===== src/rtl/mfx_pkg.sv =====
package mfx_pkg;

    localparam int CODE_W   = 8;
    localparam int BIAS_W   = 6;

    // layout with the wider fraction
    localparam int LA_EW    = 4;
    localparam int LA_MW    = 3;
    // layout with the wider exponent
    localparam int LB_EW    = 5;
    localparam int LB_MW    = 2;

    // common carrier widths: widest exponent, widest fraction
    localparam int EXP_W    = LB_EW;
    localparam int MANT_W   = LA_MW;
    localparam int LZ_W     = $clog2(MANT_W + 1);

    localparam int F32_W    = 32;
    localparam int F32_EW   = 8;
    localparam int F32_FW   = 23;
    localparam int F32_BIAS = 127;
    localparam int PAD_W    = F32_FW - MANT_W;

    typedef enum logic {
        LAYOUT_WIDE_FRAC = 1'b0,
        LAYOUT_WIDE_EXP  = 1'b1
    } layout_e;

    typedef struct packed {
        logic              sgn;
        logic [EXP_W-1:0]  expo;
        logic [MANT_W-1:0] frac;   // MSB-aligned fraction
        logic              exp_zero;
        logic              frac_zero;
    } fields_t;

endpackage


===== src/rtl/mfx_unpack.sv =====
module mfx_unpack
    import mfx_pkg::*;
(
    input  layout_e           mode,
    input  logic [CODE_W-1:0] code,
    output fields_t           fld
);

    always_comb begin
        fld     = '0;
        fld.sgn = code[CODE_W-1];
        unique case (mode)
            LAYOUT_WIDE_FRAC: begin
                fld.expo = EXP_W'(code[CODE_W-2 -: LA_EW]);
                fld.frac = MANT_W'(code[LA_MW-1:0]);
            end
            LAYOUT_WIDE_EXP: begin
                fld.expo = EXP_W'(code[CODE_W-2 -: LB_EW]);
                fld.frac = MANT_W'(code[LB_MW-1:0]) << (MANT_W - LB_MW);
            end
            default: begin
                fld.expo = '0;
                fld.frac = '0;
            end
        endcase
        fld.exp_zero  = (fld.expo == '0);
        fld.frac_zero = (fld.frac == '0);
    end

endmodule


===== src/rtl/mfx_lzc.sv =====
module mfx_lzc #(
    parameter int W  = 3,
    localparam int CW = $clog2(W + 1)
) (
    input  logic [W-1:0]  vec,
    output logic [CW-1:0] lead_zeros
);

    // scan upward; the highest set bit is the last to write
    always_comb begin
        lead_zeros = CW'(W);
        for (int i = 0; i < W; i++) begin
            if (vec[i]) begin
                lead_zeros = CW'(W - 1 - i);
            end
        end
    end

endmodule


===== src/rtl/mfx_pack.sv =====
module mfx_pack
    import mfx_pkg::*;
(
    input  fields_t           fld,
    input  logic [BIAS_W-1:0] bias,
    input  logic [LZ_W-1:0]   lz,
    output logic [F32_W-1:0]  word,
    output logic              dnrm
);

    logic [F32_EW-1:0] exp_norm;
    logic [F32_EW-1:0] exp_sub;
    logic [MANT_W-1:0] frac_sub;

    // results stay in 1..254, so modulo-256 arithmetic is exact
    assign exp_norm = F32_EW'(fld.expo) - F32_EW'(bias) + F32_EW'(F32_BIAS);
    assign exp_sub  = F32_EW'(F32_BIAS) - F32_EW'(bias) - F32_EW'(lz) - F32_EW'(1);
    // drop the leading one: shift by lz+1 and keep the low bits
    assign frac_sub = MANT_W'({fld.frac, 1'b0} << lz);

    always_comb begin
        unique case ({fld.exp_zero, fld.frac_zero})
            2'b11: begin
                word = {fld.sgn, {(F32_W-1){1'b0}}};
                dnrm = 1'b0;
            end
            2'b10: begin
                word = {fld.sgn, exp_sub, frac_sub, {PAD_W{1'b0}}};
                dnrm = 1'b1;
            end
            default: begin
                word = {fld.sgn, exp_norm, fld.frac, {PAD_W{1'b0}}};
                dnrm = 1'b0;
            end
        endcase
    end

endmodule


===== src/rtl/minifloat_expander.sv =====
module minifloat_expander
    import mfx_pkg::*;
#(
    parameter bit OUT_REG = 1'b1
) (
    input  logic              clk,
    input  logic              rst_n,
    input  logic              layout_sel,
    input  logic [BIAS_W-1:0] bias_in,
    input  logic [CODE_W-1:0] code_in,
    output logic [F32_W-1:0]  f32_out,
    output logic              dnrm_out
);

    fields_t           fld;
    logic [LZ_W-1:0]   lz;
    logic [F32_W-1:0]  word_c;
    logic              dnrm_c;

    mfx_unpack u_unpack (
        .mode (layout_e'(layout_sel)),
        .code (code_in),
        .fld  (fld)
    );

    mfx_lzc #(.W(MANT_W)) u_lzc (
        .vec        (fld.frac),
        .lead_zeros (lz)
    );

    mfx_pack u_pack (
        .fld  (fld),
        .bias (bias_in),
        .lz   (lz),
        .word (word_c),
        .dnrm (dnrm_c)
    );

    generate
        if (OUT_REG) begin : g_reg
            always_ff @(posedge clk or negedge rst_n) begin
                if (!rst_n) begin
                    f32_out  <= '0;
                    dnrm_out <= 1'b0;
                end else begin
                    f32_out  <= word_c;
                    dnrm_out <= dnrm_c;
                end
            end
        end else begin : g_comb
            assign f32_out  = word_c;
            assign dnrm_out = dnrm_c;
        end
    endgenerate

endmodule


===== config.mk =====
export PLATFORM = sky130hd
export DESIGN_NAME = minifloat_expander
export DESIGN_NICKNAME = d
export VERILOG_FILES = /design/src/rtl/mfx_pkg.sv /design/src/rtl/mfx_unpack.sv /design/src/rtl/mfx_lzc.sv /design/src/rtl/mfx_pack.sv /design/src/rtl/minifloat_expander.sv
export SDC_FILE = /design/constraint.sdc
export NUM_CORES = 1
export LEC_CHECK = 0
export BUFFER_PORTS_ARGS = -buffer_cell sky130_fd_sc_hd__buf_2
export CORE_MARGIN = 4
export CORE_UTILIZATION = 50
export CTS_BUF_LIST = sky130_fd_sc_hd__clkbuf_4 sky130_fd_sc_hd__clkbuf_8
export DETAILED_ROUTE_END_ITERATION = 16
export PLACE_DENSITY = 0.79
export SLEW_MARGIN = 20
export SYNTH_ARGS = -nofsm -noshare
export SYNTH_HDL_FRONTEND = slang
export SYNTH_HIERARCHICAL = 1
export SYNTH_SLANG_ARGS = --single-unit

===== constraint.sdc =====
create_clock -name clk -period 0.8 [get_ports clk]
set_input_delay 0.08 -clock clk [delete_from_list [all_inputs] [get_ports clk]]
set_output_delay 0.08 -clock clk [all_outputs]
set_load 0.01 [all_outputs]

# After elaboration in Yosys (flattened, before gate mapping)
# Cells that the tools add are included.
# word_totals
register_bits	33
latch_bits	0
ramBits	0
romBits	0
input_bits	17
output_inout_bits	33
elab_cells	19
n_memories	0
# classes
n_addsub	5
multipliers	0
div_mod_pow	0
order_cmp	0
n_eq_ne	2
shift	1
mux	6
bitwise_logic	1
reduce_logical	2
# ops
operator	count
$pmux W31 S2	1
$pmux W8 S2	1
$add A8 B7 Y8 const B	1
$sub A7 B6 Y8 const A	1
$sub A8 B1 Y8 const B	1
$sub A8 B2 Y8	1
$sub A5 B6 Y7	1
$logic_not A5 Y1	1
$eq A2 B2 Y1 const B	2
$mux W2	2
$shl A4 B2 Y3	1
$logic_not A3 Y1	1
$mux W1	2
$not A1 Y1	1

# Depth between registers and ports, before layout
# depth
depth_word	8
depth_mapped	14

# Hierarchy
# Netlist, hierarchy kept.
# by_module_without_submodules
mod	instances	cells_each	area_per_inst_um2	seq_area_each_um2
mfx_pack	1	130	960.9	0.0
minifloat_expander	1	33	825.8	825.8
mfx_unpack	1	14	121.4	0.0
mfx_lzc	1	3	16.3	0.0

# Least setup slack after synthesis
# OpenSTA, ideal clock, no wires.
# synth_path
kind	input to register
startpoint	input layout_sel
endpoint	register f32_out[29]
setup_ps	137
arrival_ps	2184
setup_slack_ps	-1521
stages	12
n_path_buf	1
path_cell_list	buf_2 mux2_1 nor2_1 inv_1 ha_1 ha_1 a21o_1 a21o_1 a21o_1 a21oi_1 xnor2_1 o211ai_1
# synth_lines
element	line_no	rtl
start, declared	minifloat_expander.sv:8	input logic layout_sel,
end signal, assigned	minifloat_expander.sv:46	f32_out <= word_c;
end, declared	minifloat_expander.sv:11	output logic [F32_W-1:0] f32_out,

==> metrics.csv <==
stage,metric,value,unit
outcome,status,"finished, violations left",
outcome,failing checks,setup timing,
power,cell-internal power,3.63,mW
floorplan,number of core rows,22,
sta,RSZ-0062 raised after global routing,yes,
logic_synthesis,Post-Syn Area,1920,sq um
worst_setup_path,Crit-path slowest cell,mux2_4,
drt,DR iter-0 viols,92,
place,Placer Congestion,0.780,
power,P_leak,1.54,nW
global_route,vias in the first global route,1801,
sta,min Tclk post-route,2.03,ns
finish,non-filler instance count after layout,338,
finish,antenna cells,0,
worst_setup_path,Critical Path Start Type,primary input,
job,maxcap violations,0,
power,sw frac,0.305,
logic_synthesis,"FF+latch count, synth",33,
sta,period utilization,2.54,
logic_synthesis,cell taking the most area after synthesis,dfrtp_1,
worst_hold_path,HP Class,in2async,
global_route,initial antenna violation count,0,
power,sequential share of power,0.362,
sta,max-slew violation count,0,
power,Clk pwr share,0.255,
sta,setup slack after layout,-1.23,ns
logic_synthesis,average cell area after synthesis,10.7,sq um
logic_synthesis,synth unique cells,44,
sta,setup TNS,-10.62,ns
power,maximum vdd drop,695,uV
clock_network,Sink Count,33,
global_route,largest net degree at the start of global routing,34,
floorplan,initial core utilization,0.522,
floorplan,die width,70.0,um
floorplan,total core area,3690,sq um
drt,vias,1689,
sta,final hold violation count,0,
global_route,overall global routing resource usage,0.213,
worst_setup_path,crit path DAT,2.18,ns
place,hpwl dp,3180,um
drt,drt total wl,5590,um
clock_network,CTS tree,done,
logic_synthesis,Post-Syn Instances,180,
clock_network,Root Buffer,clkbuf_8,
floorplan,Die Ht,70.0,um
power,Combinational Power Share,0.383,
worst_setup_path,"CP delay by family, top",buffers and inverters,
logic_synthesis,Yosys top cell area share,0.429,
worst_setup_path,CP Class,in2reg,
worst_setup_path,critical path peak fanout,7,
global_route,total grt overflow,0,
worst_setup_path,worst-path cell chain,buf_12 > buf_4 > mux2_4 > ha_4 > buf_4 > xor2_1 > buf_4 > nand2_4 > or2_4 > a221oi_4 > o211ai_1,
worst_setup_path,WP buf/inv,4,
global_route,global-route wire length before repair,8160,um
logic_synthesis,largest cells by area after synthesis,"dfrtp_1 43%, ha_1 9.1%, buf_4 8.6%",
clock_network,CTS buffer count,5,
logic_synthesis,Ys Warns,6,
logic_synthesis,fraction of registers with async set/reset,1.00,
drt,Remaining DRCs,0,
logic_synthesis,register area share after synthesis,0.429,
worst_setup_path,endpoint class of the critical path,flip-flop,
clock_network,clk slew on worst S/H paths,0.07,ns
floorplan,Die ar.,4900,sq um
logic_synthesis,"EDFF count, synth",0,
sta,final setup fails,45,
clock_network,CTS H-Tree Depth,2,
worst_setup_path,CP required,0.95,ns
place,port bufs,49,
drt,Detail Route Antenna Nets,0,
logic_synthesis,"Primary FF master, synth",dfrtp_1,
finish,Area growth syn-to-layout,59.8,%
sta,Fmax,0.492,GHz
drt,1st-pass router iterations,4,
finish,nets@finish,322,
drt,Via density,5.00,
power,Pwr Density,1700,nW/um^2
drt,wire per inst,16.6,um
finish,share of layout cells above drive strength 1,0.579,
place,Inst Count DP,316,
clock_network,Max Root-Sink Buffers,2,
worst_setup_path,"slowest stage delay, CP",0.32,ns
worst_setup_path,most frequent CP cell,buf_4,
power,Sw Pwr,1.59,mW
finish,utilization after layout,0.833,
floorplan,I/O pin count,50,
-- cell families after synthesis --
family	share of synthesized area
buffers and inverters	0.132
and+or+nand+nor	0.118
DFF	0.429
AOI/OAI and AO/OA	0.111
adders and majority gates	0.112
xor gates and xnor gates	0.0611
muxes	0.0345
other	0.00195
-- placed cells by master, fill, tap and decap left out, types with 3 or more instances in the layout --
cell      netlist  routed
buf_6           0      12
xnor2_1         4       3
inv_1          19      14
conb_1          1      20
mux2_4          0       4
buf_2           2      43
ha_1           14       6
dfrtp_1        33      33
nor3_1          4       3
inv_2           0       3
a21o_1          4       4
o21ai_1         1       3
buf_4          22      48
nand2_1         6       4
xor2_1          5       3
a21oi_2         6       6
nor2_1          7       5
clkbuf_8        0       7
ha_4            0       8
nor2b_1         7       5
-- per-stage QoR --
step	setup WS, ns	area (sq um)	hold slack, ns	power, mW
after floorplan	-1.28	2120	-0.216	2.87
after global placement	-1.45	2570	0.0428	3.41
after detailed placement	-1.51	2570	0.0451	3.46
after CTS	-1.12	2940	0.251	4.96
after global routing	-1.28	3070	0.286	5.51
final	-1.23	3070	0.285	5.22
-- final timing paths --
path,from,end,slack [ns],cells after the start
min,rst_n,f32_out[18],0.28,3
max,layout_sel,f32_out[29],-1.23,11
max in group asynchronous,rst_n,f32_out[17],0.34,3
min in group clk,bias_in[0],f32_out[24],0.29,4
-- metal layers --
metal,part of all wire,track usage
met5,0,0
met1,0.34,0.222
met2,0.55,0.410
met4,0.055,0.102
met3,0.058,0.0317
-- cells in the mapped netlist, types with 2 or more instances --
| cell | n |
|---|---|
| xnor2_1 | 4 |
| nand2_1 | 6 |
| xor2_1 | 5 |
| ha_1 | 14 |
| a21o_1 | 4 |
| a21oi_2 | 6 |
| fa_1 | 2 |
| dfrtp_1 | 33 |
| buf_4 | 22 |
| mux2_2 | 4 |
| o21ai_0 | 6 |
| nor3_1 | 4 |
| nor2_1 | 7 |
| nor2b_1 | 7 |
| inv_1 | 19 |
| buf_2 | 2 |
| nor4_1 | 2 |
| nand2b_1 | 4 |
| o22ai_1 | 4 |
-- repair_timing --
action,4_1_cts,5_1_grt
hold endpoints to repair,34,0
resized for setup,36,18
pin swaps,21,18
gates cloned,1,0
endpoints found under the setup margin,45,45
hold buffers,2,0
setup buffers,11,4
-- state kept, by name, summed over array words and instances (netlist names) --
name,cells
f32_out,32
dnrm_out,1
-- area by class of cell --
| cell class | instances | area, sq um |
|---|---|---|
| well taps | 48 | 60.1 |
| fillers | 201 | 614 |
| multi-input cells | 121 | 1200 |
| inverters | 19 | 76.3 |
| clock inverters | 1 | 5.00 |
| flip-flops and latches | 33 | 826 |
| clock buffers | 7 | 96.3 |
| repair buffers | 109 | 813 |
-- power groups by stage --
stage / registers, mW / logic [mW] / clock network [mW]
global route: 1.91 / 2.15 / 1.46
detailed placement: 1.91 / 1.54 / 0
floorplan: 2.01 / 0.857 / 0
CTS: 1.88 / 1.72 / 1.35
global placement: 1.91 / 1.50 / 0
finish: 1.89 / 2.00 / 1.33
Power figures use the tool's default switching activity.
